===== config.mk =====
export PLATFORM = sky130hd
export DESIGN_NAME = cfg_readback_engine
export DESIGN_NICKNAME = d
export VERILOG_FILES = /design/src/rtl/cfgrb_pkg.sv /design/src/rtl/cfgrb_tick_timer.sv /design/src/rtl/cfgrb_capture.sv /design/src/rtl/cfgrb_compare.sv /design/src/rtl/cfg_readback_engine.sv
export SDC_FILE = /design/constraint.sdc
export NUM_CORES = 1
export LEC_CHECK = 0
export ABC_AREA = 1
export BUFFER_PORTS_ARGS = -buffer_cell sky130_fd_sc_hd__buf_2
export CAP_MARGIN = 40
export CELL_PAD_IN_SITES_DETAIL_PLACEMENT = 0
export CELL_PAD_IN_SITES_GLOBAL_PLACEMENT = 1
export CORE_UTILIZATION = 37
export DETAILED_ROUTE_END_ITERATION = 10
export PLACE_DENSITY_LB_ADDON = 0.1
export SKIP_LAST_GASP = 1
export SLEW_MARGIN = 20
export SYNTH_ARGS = -nofsm -noshare
export SYNTH_HDL_FRONTEND = slang
export SYNTH_SLANG_ARGS = --single-unit

===== constraint.sdc =====
create_clock -name clk -period 1.9 [get_ports clk]
set_input_delay 0.285 -clock clk [delete_from_list [all_inputs] [get_ports clk]]
set_output_delay 0.285 -clock clk [all_outputs]
set_load 0.02 [all_outputs]

===== src/rtl/cfgrb_pkg.sv =====
package cfgrb_pkg;
    typedef enum logic [2:0] {
        ST_IDLE,
        ST_PREP,
        ST_HIGH,
        ST_LOW,
        ST_SETTLE,
        ST_DONE
    } rb_state_e;
endpackage


===== src/rtl/cfgrb_tick_timer.sv =====
module cfgrb_tick_timer #(
    parameter int HALF_US   = 500,
    parameter int SETTLE_US = 30000
) (
    input  logic clk,
    input  logic rst,
    input  logic tick,
    input  logic run,
    input  logic long_sel,
    output logic expire
);
    localparam int MAXLEN = (HALF_US > SETTLE_US) ? HALF_US : SETTLE_US;
    localparam int CW     = $clog2(MAXLEN + 1);
    localparam logic [CW-1:0] HALF_LIM   = CW'(HALF_US - 1);
    localparam logic [CW-1:0] SETTLE_LIM = CW'(SETTLE_US - 1);

    logic [CW-1:0] cnt;
    logic [CW-1:0] limit;

    assign limit  = long_sel ? SETTLE_LIM : HALF_LIM;
    assign expire = run && tick && (cnt == limit);

    always_ff @(posedge clk) begin
        if (rst || !run || expire)
            cnt <= '0;
        else if (tick)
            cnt <= cnt + 1'b1;
    end
endmodule


===== src/rtl/cfgrb_capture.sv =====
module cfgrb_capture #(
    parameter int NBITS = 48
) (
    input  logic                     clk,
    input  logic                     rst,
    input  logic                     clr,
    input  logic                     sample,
    input  logic [$clog2(NBITS)-1:0] idx,
    input  logic                     din,
    output logic [NBITS-1:0]         word
);
    localparam int IW = $clog2(NBITS);

    for (genvar b = 0; b < NBITS; b++) begin : g_bit
        if (b == 0) begin : g_zero
            always_ff @(posedge clk) begin
                word[b] <= 1'b0;
            end
        end else begin : g_store
            always_ff @(posedge clk) begin
                if (rst || clr)
                    word[b] <= 1'b0;
                else if (sample && idx == IW'(b))
                    word[b] <= din;
            end
        end
    end
endmodule


===== src/rtl/cfgrb_compare.sv =====
module cfgrb_compare #(
    parameter int NBITS = 48
) (
    input  logic [NBITS-1:0] got,
    input  logic [NBITS-1:0] want,
    output logic             differ
);
    assign differ = |(got ^ want);
endmodule


===== src/rtl/cfg_readback_engine.sv =====
module cfg_readback_engine
    import cfgrb_pkg::*;
#(
    parameter int NBITS     = 48,
    parameter int HALF_US   = 500,
    parameter int SETTLE_US = 30000
) (
    input  logic             clk,
    input  logic             rst,
    input  logic             tick_us,
    input  logic             start,
    input  logic [NBITS-1:0] ref_word,
    input  logic             data_in,
    output logic             clk_line,
    output logic             clk_line_oe,
    output logic             busy,
    output logic             done,
    output logic             mismatch,
    output logic [NBITS-1:0] rd_word
);
    localparam int IW = $clog2(NBITS);
    localparam logic [IW-1:0] LAST_IDX = IW'(NBITS - 1);

    rb_state_e     state, state_nx;
    logic [IW-1:0] bit_idx;
    logic          expire;
    logic          run_timer;
    logic          long_sel;
    logic          differ;
    logic          take_bit;
    logic          clr_word;

    cfgrb_tick_timer #(
        .HALF_US   (HALF_US),
        .SETTLE_US (SETTLE_US)
    ) u_timer (
        .clk      (clk),
        .rst      (rst),
        .tick     (tick_us),
        .run      (run_timer),
        .long_sel (long_sel),
        .expire   (expire)
    );

    cfgrb_capture #(
        .NBITS (NBITS)
    ) u_capture (
        .clk    (clk),
        .rst    (rst),
        .clr    (clr_word),
        .sample (take_bit),
        .idx    (bit_idx),
        .din    (data_in),
        .word   (rd_word)
    );

    cfgrb_compare #(
        .NBITS (NBITS)
    ) u_compare (
        .got    (rd_word),
        .want   (ref_word),
        .differ (differ)
    );

    always_ff @(posedge clk) begin
        if (rst)
            state <= ST_IDLE;
        else
            state <= state_nx;
    end

    always_ff @(posedge clk) begin
        if (rst || state == ST_IDLE)
            bit_idx <= '0;
        else if (state == ST_LOW && expire && bit_idx != LAST_IDX)
            bit_idx <= bit_idx + 1'b1;
    end

    always_comb begin
        state_nx = state;
        unique case (state)
            ST_IDLE:   if (start) state_nx = ST_PREP;
            ST_PREP:   state_nx = ST_HIGH;
            ST_HIGH:   if (expire) state_nx = ST_LOW;
            ST_LOW: begin
                if (expire)
                    state_nx = (bit_idx == LAST_IDX) ? ST_SETTLE : ST_HIGH;
            end
            ST_SETTLE: if (expire) state_nx = ST_DONE;
            ST_DONE:   state_nx = ST_IDLE;
            default:   state_nx = ST_IDLE;
        endcase
    end

    always_comb begin
        clk_line    = 1'b0;
        clk_line_oe = 1'b1;
        busy        = 1'b1;
        done        = 1'b0;
        mismatch    = 1'b0;
        run_timer   = 1'b0;
        long_sel    = 1'b0;
        take_bit    = 1'b0;
        clr_word    = 1'b0;
        unique case (state)
            ST_IDLE: begin
                clk_line_oe = 1'b0;
                busy        = 1'b0;
                clr_word    = start;
            end
            ST_PREP: ;
            ST_HIGH: begin
                clk_line  = 1'b1;
                run_timer = 1'b1;
                take_bit  = expire;
            end
            ST_LOW:    run_timer = 1'b1;
            ST_SETTLE: begin
                run_timer = 1'b1;
                long_sel  = 1'b1;
            end
            ST_DONE: begin
                done     = 1'b1;
                mismatch = differ;
            end
            default: begin
                clk_line_oe = 1'b0;
                busy        = 1'b0;
            end
        endcase
    end
endmodule


# --- Yosys cells after proc, flatten, opt, wreduce, memory -nomap -nowiden ---
# Index checks and enable logic that the tools add are counted.
totals:
  regBits: 71
  input_bits: 53
  wordCells: 187
  out_inout_bits: 53
op_classes:
  muxes: 15
  n_addsub: 2
  reduce_logical: 61
  bitwise_logic: 1
  n_eq_ne: 58
op_table:
  columns: ["operator", "count"]
  rows:
  - ["$eq A6 B5 Y1 const B", 16]
  - ["$eq A6 B6 Y1 const B", 16]
  - ["$logic_and A1 B1 Y1", 51]
  - ["$eq A6 B4 Y1 const B", 8]
  - ["$reduce_or A48 Y1", 1]
  - ["$xor A48 B48 Y48", 1]
  - ["$eq A6 B3 Y1 const B", 4]
  - ["$add A15 B1 Y15 const B", 1]
  - ["$eq A15 B15 Y1", 1]
  - ["$mux W15", 1]
  - ["$mux W3", 5]
  - ["$pmux W3 S5", 1]
  - ["$eq A6 B2 Y1 const B", 2]
  - ["$mux W1", 8]
  - ["$ne A2 B2 Y1 const B", 4]
  - ["$add A6 B1 Y6 const B", 1]
  - ["$eq A3 B2 Y1 const B", 2]
  - ["$eq A3 B3 Y1 const B", 2]
  - ["$eq A6 B1 Y1 const B", 1]
  - ["$ne A6 B6 Y1 const B", 1]
  - ["$reduce_or A5 Y1", 1]
  - ["$logic_or A1 B1 Y1", 4]
  - ["$reduce_and A4 Y1", 1]
  - ["$eq A3 B1 Y1 const B", 1]
  - ["3 further kinds", 3]

# --- Depth between registers and ports, before layout ---
# Gate-level depths: netlist of run 1.
logic_depth:
  word_depth: 7
  ltp_mapped: 13

# --- Cells and area by module ---
# From an unflattened synthesis of run 1, not the netlist that was laid out.
unflattened:
  hier_cells: 695
  hier_area_um2: 4530.6
modules_own_cells:
  columns: ["module", "seq_area_each_um2", "cells_each", "area_per_inst_um2", "instances"]
  rows:
  - ["cfgrb_capture", 940.9, 299, 2235.9, 1]
  - ["cfgrb_tick_timer", 300.3, 147, 942.2, 1]
  - ["cfgrb_compare", 0.0, 161, 768.2, 1]
  - ["cfg_readback_engine", 180.2, 88, 584.3, 1]

# --- Least setup slack after synthesis of run 1 ---
# Ideal clock, no wire load.
synth_path:
  path_kind: "reg2out"
  start: "reg state[2]"
  end: "out mismatch"
  path_stages_with_launch: 4
  n_path_buf: 0
  setup_slack_ps: 30
  arrival_ps: 1585
  cell_sequence: "dfxtp_1 -> inv_1 -> nor3_1 -> a21boi_0"
synth_between:
  elab_chain_len: 2
synth_lines:
  columns: ["item", "line_no", "source"]
  rows:
  - ["start: declaration", "cfg_readback_engine.sv:24", "rb_state_e state, state_nx;"]
  - ["start signal: assignment", "cfg_readback_engine.sv:69", "state <= state_nx;"]
  - ["$eq A3 B3 Y1", "cfg_readback_engine.sv:105", "unique case (state)"]
  - ["$mux W1", "cfg_readback_engine.sv:105", null]
  - ["end: declaration", "cfg_readback_engine.sv:18", "output logic mismatch,"]
# No other way between the ends.

# --- Final worst setup path of run 1 ---
layout_path:
  start: "reg u_capture.word[21]"
  end: "out mismatch"
layout_between:
  elab_chain_len: 3
layout_lines:
  columns: ["item", "line_no", "source"]
  rows:
  - ["start: declaration", "cfgrb_capture.sv:10", "output logic [NBITS-1:0] word"]
  - ["start signal: indexed assignment", "cfgrb_capture.sv:24", "word[b] <= din;"]
  - ["$xor A48 B48 Y48", "cfgrb_compare.sv:8", "assign differ = |(got ^ want);"]
  - ["$reduce_or A48 Y1", "cfgrb_compare.sv:8", null]
  - ["$mux W1", "cfg_readback_engine.sv:105", null]
# No other way between the ends.

==> flow_summary_export.csv, run 1 <==
group,metric,value,unit
run_status,status,"complete, but fails checks",
run_status,failed_checks,"setup timing",
finish,diodes,0,
sta,max_freq,522.2,MHz
clock_network,numCtsBuffers,9,
place,placed_area,5054,µm²
pwr,p_leak,2.452,nW
sta,report.final.slew_viol_count,0,
synth,syn_avg_cell_area,6.349,µm²
pwr,clkPwrFrac,40.8,%
grt,grt_max_degree,56,
clock_network,clockBufferDepth,2,
grt,grt_util_met2,35.24,%
sta,rsz0062_at_grt,"true",
synth,synth_cells,685,
pwr,pwr-share-seq,35.8,%
floorplan,rows,39,
synth,synth_warnings,0,
clock_network,cts-root-buf,"clkbuf_16",
clock_network,clkTransAtPathRegs,0.06,ns
finish,fin_cells,943,
grt,grt_util_met3,3.293,%
critical_path,startpoint_type,"flip-flop",
sta,period_needed,1.915,ns
critical_path,rr_worst_depth,11,
routing,vias_per_cell,5.176,
finish,design_area,5667,µm²
grt,grt_pass1_vias,4430,
sta,tightestPinTransition,0.5635,ns
clock_network,cts-htree-levels,3,
place,routabilityCongestion,0.8498,
critical_path,critical_path_class,"flip-flop to primary output",
floorplan,initial_core_util,38.09,%
clock_network,cts_tree,"built",
clock_network,cts_sinks,71,
critical_path,reg2reg_slack,0.08,ns
routing,drt_wl_total,13950,µm
critical_path,cp.arrival,1.63,ns
finish,layout.nets,853,
critical_path,worstSetupEndpointType,"primary output",
run,drv_cap,0,
critical_path,timing.rr.end,"u_capture.word[47]",
critical_path,required,1.62,ns
clock_network,clk_latency,0.34,ns
sta,fin_ws,-0.01512,ns
synth,syn-num-nets,743,
floorplan,dieArea,12190,µm²
grt,grt-ovfl-total,0,
finish,final_util,49.63,%
sta,hold_viol_final,0,
sta,setup_viol,1,
synth,synth_seq_cells,71,
synth,synth.distinct_cells,27,
finish,multiInputGateArea,2561,µm²
min_path,min_to,"u_timer.cnt[0]",
floorplan,core,11420,µm²
routing,ant_nets,0,
finish,layout-drive-gt1-share,24.38,%
finish,num-fill-cells,1177,
floorplan,die-width,110.4,µm
pwr,internal_power,0.002926,W
finish,regArea,1440,µm²
routing,vias,4881,
grt,grt_usage,21.96,%
pwr,vdd_drop_max,554.8,µV
grt,met1_usage,29.68,%
place,dp_cells,910,
finish,area_growth,30.29,%
place,place_ws,0.08041,ns
place,io_buffers,104,
pwr,swShare,32.16,%
routing,drc,0,
synth,netlist_area,4349,µm²
pwr,p_sw,0.001387,W
routing,drt_iter0_drc,304,
place,dp_hpwl,9419,µm
grt,grt_pass1_wl,21810,µm
routing,first_pass_iters,5,
grt,antenna_found_initial,0,
min_path,hold_depth,3,
critical_path,regToRegStartpoint,"state[2]",
routing,wire_per_inst,14.79,µm
floorplan,ios,106,
min_path,hp-start,"tick_us",
min_path,hp-class,"input port to flip-flop",
sta,period_share,100.8,%
synth,ys_seq_area_share,32.68,%
sta,slew_headroom,62.39,%
critical_path,cp_max_fo,2,
sta,skew,0.007595,ns
grt,top_usage_layer,"met2",
pwr,total_power,0.004313,W
floorplan,die_y,110.4,µm
pwr,combPwrFrac,23.4,%
pwr,power.density,761.2,nW/µm²
==> cells in the mapped netlist <==
cell / number / area share [%]
conb_1: 1 / 0.086
buf_4: 8 / 1.4
xnor2_1: 13 / 2.6
xor2_1: 16 / 3.2
a21boi_0: 1 / 0.17
inv_2: 3 / 0.26
buf_2: 12 / 1.4
o21ai_0: 14 / 1.6
o211ai_1: 1 / 0.17
nand2_1: 141 / 12
o22ai_1: 4 / 0.58
nand3_1: 22 / 2.5
or2_2: 5 / 0.72
nor3_2: 1 / 0.23
nor3b_1: 1 / 0.17
nand4_1: 57 / 8.2
nor2_2: 1 / 0.14
nor2_1: 157 / 14
dfxtp_1: 71 / 33
inv_1: 62 / 5.4
clkbuf_1: 11 / 0.95
a31oi_1: 49 / 7.0
a21oi_1: 8 / 0.92
buf_6: 1 / 0.26
nor3_1: 15 / 1.7
ha_1: 5 / 1.4
buf_1: 5 / 0.43
==> worst max path at each step <==
stage                             from    endpoint  slack (ns)  depth (start not counted)
global placement              state[1]  bit_idx[0]        0.13                         11
finish              u_capture.word[21]    mismatch       -0.02                          8
detailed placement            state[1]  bit_idx[0]        0.08                         11
global route         u_capture.word[9]    mismatch       -0.17                         10
CTS                 u_capture.word[15]    mismatch       0.001                          8
floorplan                     state[2]    mismatch        0.03                          3
==> worst max-delay path, cell delays in order, from the launching register on <==
cell      delay [ns]
dfxtp_2         0.33
inv_2           0.04
or2_2           0.28
nand4_1         0.15
nor3_2          0.06
nand2_1         0.07
nor2_1          0.04
a21boi_1        0.16
buf_4           0.17
==> sequential cells by signal (all words and copies together) (netlist names) <==
name	flops
u_capture.word	47
state	3
u_timer.cnt	15
bit_idx	6
==> metrics by stage <==
stage | setup TNS, ns | hold WS [ns]
after floorplan | 0 | 0.4386
after global placement | 0 | 0.4720
after detailed placement | 0 | 0.4845
after CTS | 0 | 0.2811
after global routing | -0.3596 | 0.3234
final | -0.01512 | 0.2885
==> final cells by class <==
type	count	share of cell area, %
Clock buffer	11	4.460
Timing Repair Buffer	136	16.47
Multi-Input combinational cell	512	45.20
Clock inverter	5	0.9936
Sequential cell	71	25.41
Inverter	65	4.306
Tap cell	143	3.157
==> power groups by stage <==
stage / clock network (W) / logic (W) / registers, W
after floorplan: 0 / 0.000680 / 0.00157
after global placement: 0 / 0.000964 / 0.00157
after detailed placement: 0 / 0.000979 / 0.00157
after CTS: 0.00178 / 0.000985 / 0.00154
after global routing: 0.00183 / 0.00112 / 0.00155
final: 0.00176 / 0.00101 / 0.00155
==> cell usage in the layout (no fill, tap or decap), types with 4 or more instances in the layout <==
master / n
a21oi_1: 7
a31oi_1: 49
buf_12: 6
buf_2: 103
buf_4: 20
clkbuf_16: 14
dfxtp_1: 56
dfxtp_2: 15
ha_1: 4
inv_1: 59
inv_2: 6
nand2_1: 139
nand3_1: 20
nand4_1: 57
nor2_1: 153
nor2_2: 4
nor3_1: 10
nor3_2: 6
o21ai_0: 10
o21ai_1: 4
o22ai_1: 4
or2_2: 5
xnor2_1: 13
xor2_1: 16
==> routing by layer <==
| metal | routed length, µm | part of all wire [%] |
|---|---|---|
| met5 | 0 | 0 |
| met1 | 6410 | 46 |
| met2 | 6377 | 46 |
| met3 | 912 | 6.5 |
| met4 | 246 | 1.8 |
==> cells by family after synthesis <==
family,Yosys count,share of synthesized area [%]
simple gates,400,39.44
buf+inv,102,10.01
compound gates,77,10.50
flops,71,32.68
xor+xnor,29,5.840
fa+ha+maj,5,1.438
other cells,1,0.08622
==> what timing repair did <==
action / in CTS / in global routing
endpoints found under the setup margin: 1 / 48
resized for setup: 20 / 18
cloned: 0 / 6
pin swaps: 10 / 7
hold buffers: 0 / 0
buffers inserted: 4 / 7
(Power assumes the default switching activity.)
==> inputs of run 2 (changes only) <==
--- a/config.mk
+++ b/config.mk
@@ -5,12 +5,11 @@
 export SDC_FILE = /design/constraint.sdc
 export NUM_CORES = 1
 export LEC_CHECK = 0
-export ABC_AREA = 1
 export BUFFER_PORTS_ARGS = -buffer_cell sky130_fd_sc_hd__buf_2
 export CAP_MARGIN = 40
 export CELL_PAD_IN_SITES_DETAIL_PLACEMENT = 0
 export CELL_PAD_IN_SITES_GLOBAL_PLACEMENT = 1
-export CORE_UTILIZATION = 37
+export CORE_UTILIZATION = 38
 export DETAILED_ROUTE_END_ITERATION = 10
 export PLACE_DENSITY_LB_ADDON = 0.1
 export SKIP_LAST_GASP = 1
==> flow_summary_export.csv, run 2 <==
group,metric,value,unit
floorplan,core,9415,µm²
clock_network,cts_tree,"built",
clock_network,clockBufferDepth,2,
grt,grt_max_degree,48,
critical_path,cpPeakStageDelay,0.53,ns
run,drv_cap,0,
floorplan,die-width,101.5,µm
routing,vias_per_cell,5.398,
grt,grt_usage,25.27,%
critical_path,reg2reg_slack,-0.46,ns
finish,largest_reg_flops,47,
grt,grt-ovfl-total,0,
routing,wire_per_inst,16.87,µm
synth,syn-num-nets,523,
finish,layout_commonest_cell,"buf_2",
sta,period_needed,2.362,ns
critical_path,required,2.18,ns
pwr,power.density,536.1,nW/µm²
critical_path,cp_common_cell,"or4_4",
synth,ys_top_cells_by_area,"dfxtp_1 (38%), xnor2_1 (12%), nand4_1 (8.5%), a21oi_1 (6.9%), o21ai_0 (6.4%)",
sta,holdWs,0.1682,ns
synth,synth_warnings,0,
floorplan,initial_core_util,39.95,%
place,routabilityCongestion,0.8287,
finish,layout-drive-gt1-share,38.19,%
clock_network,cts-root-buf,"clkbuf_8",
sta,period_share,124.3,%
min_path,hold_depth,2,
synth,synth_cells,465,
routing,vias,4032,
sta,max_freq,423.3,MHz
sta,skew,0.01272,ns
finish,layout_common_cells,"buf_2 (102), buf_4 (63), dfxtp_1 (60), nand4_1 (51), a21oi_1 (48)",
grt,grt_pass1_vias,3964,
critical_path,rr_worst_depth,5,
place,io_buffers,104,
finish,diodes,0,
synth,ys_seq_area_share,37.79,%
clock_network,cts_sinks,71,
run_status,failed_checks,"setup timing",
critical_path,critical_path_class,"flip-flop to flip-flop",
synth,synth.distinct_cells,42,
place,dp_hpwl,8820,µm
critical_path,worst_path_max_delay_cell,"or4b_4",
synth,synth-edff-count,0,
grt,antenna_found_initial,0,
clock_network,numCtsBuffers,9,
finish,top_register,"u_capture.word",
min_path,hp-class,"input port to flip-flop",
critical_path,cp_max_fo,3,
synth,synth.most_common_cell,"dfxtp_1",
sta,setup_viol,67,
routing,drt_wl_total,12600,µm
synth,synth_ff_type,"dfxtp_1",
pwr,p_leak,2.106,nW
sta,hold_viol_final,0,
clock_network,cts_hold_buffers,0,
critical_path,startpoint_type,"flip-flop",
synth,synth_area_leader_cell,"dfxtp_1",
critical_path,worstSetupEndpointType,"flip-flop",
run_status,status,"complete, but fails checks",
synth,async_flop_share,0,%
grt,grt_pass1_wl,19730,µm
clock_network,cts-htree-levels,3,
sta,fin_ws,-0.4622,ns
critical_path,cp_cell_sequence,"or4b_4 -> or4_4 -> or3_4 -> or4_4 -> a21oi_2",
finish,area_growth,41.68,%
sta,rsz0062_at_grt,"true",
floorplan,dieArea,10300,µm²
synth,synthTopCellsByCount,"dfxtp_1 (71), a21oi_1 (52), nand4_1 (51), xnor2_1 (51), o21ai_0 (48)",
pwr,vdd_drop_max,311.6,µV
synth,syn_avg_cell_area,8.088,µm²
critical_path,cp.arrival,2.64,ns
finish,final_util,56.60,%
finish,top_regs,"u_capture.word x47, u_timer.cnt x15, bit_idx x6",
floorplan,ios,106,
sta,report.final.slew_viol_count,0,
routing,drt_iter0_drc,166,
routing,ant_nets,0,
floorplan,die_y,101.5,µm
clock_network,clkTransAtPathRegs,0.07,ns
routing,drc,0,
synth,netlist_area,3761,µm²
synth,synth_top_area_share,37.79,%
floorplan,rows,35,
synth,synth_seq_cells,71,
finish,layout.nets,673,
routing,first_pass_iters,4,
clock_network,clk_latency,0.35,ns
run 2: changes by cell type in the layout (fill, tap and decap cells not counted), sizes merged, moves of 34 or more:
cell,delta
xnor2,+38
o21ai,+34
a31oi,-49
nand2,-116
inv,-58
nor2,-128
a21oi,+44
buf,+45
run 2: worst paths after layout:
| check | start | to |
|---|---|---|
| setup / recovery | u_timer.cnt[14] | bit_idx[5] |
| hold / removal | rst | state[2] |
| setup reg to reg | u_timer.cnt[14] | bit_idx[5] |
| hold reg to reg | u_capture.word[24] | u_capture.word[24] |
run 2: timing repair:
| item | in CTS | in global routing |
|---|---|---|
| gates resized for setup | 46 | 32 |
| setup endpoints to repair | 72 | 73 |
| gates cloned | 1 | 1 |
| pin swaps | 14 | 3 |
| setup buffers | 3 | 0 |
run 2: metal layers:
| metal | global-route usage [%] | part of all wire [%] |
|---|---|---|
| met1 | 29.49 | 42 |
| met2 | 44.85 | 50 |
| met3 | 3.727 | 4.4 |
| met4 | 13.15 | 3.6 |
| met5 | 0 | 0 |
run 2: logic make-up (layout without fill, tap and decap cells):
family / count (synthesis) / count (layout) / share of synthesized area, %
AND/OR/NAND/NOR: 170 / 170 / 25.02
AO/OA/AOI/OAI: 108 / 108 / 15.10
flip-flops: 71 / 71 / 37.79
XOR/XNOR: 63 / 63 / 14.67
buffers and inverters: 44 / 197 / 4.857
adder cells (fa/ha/maj): 5 / 5 / 1.663
multiplexers: 3 / 3 / 0.7984
other: 1 / 1 / 0.09970
run 2: stage by stage:
step / worst slack (ns) / power [W] / std cells / setup TNS (ns) / cell area [µm²]
finish: -0.4622 / 0.002857 / 747 / -14.63 / 5329
global route: -0.5282 / 0.002974 / 747 / -21.44 / 5329
CTS: -0.4857 / 0.002872 / 746 / -14.43 / 5241
detailed placement: -0.4826 / 0.001799 / 728 / -18.29 / 4828
global placement: -0.4361 / 0.001797 / 728 / -16.59 / 4828
floorplan: -0.5425 / 0.001674 / 465 / -12.46 / 3790
run 2: layout make-up:
cell class / instances / area [µm²]
tap: 129 / 161.4
clock buffer: 11 / 141.4
clock inverter: 3 / 21.27
sequential: 71 / 1435
timing repair buffer: 176 / 1150
multi-input combinational: 350 / 2391
inverter: 7 / 28.78
fill: 922 / 4086
run 2: critical path: cells and delay by family, from the launching register on:
| family | cells | cell delay (ns) |
|---|---|---|
| simple gates | 4 | 1.87 |
| flops | 1 | 0.31 |
| compound gates | 1 | 0.12 |
run 2: power by group:
part | internal [W] | leakage (nW) | switching, W
Sequential | 0.00149 | 0.578 | 0.00000337
Combinational | 0.000136 | 1.45 | 0.000162
Clock | 0.000496 | 0.0813 | 0.000569
Total | 0.00212 | 2.11 | 0.000734
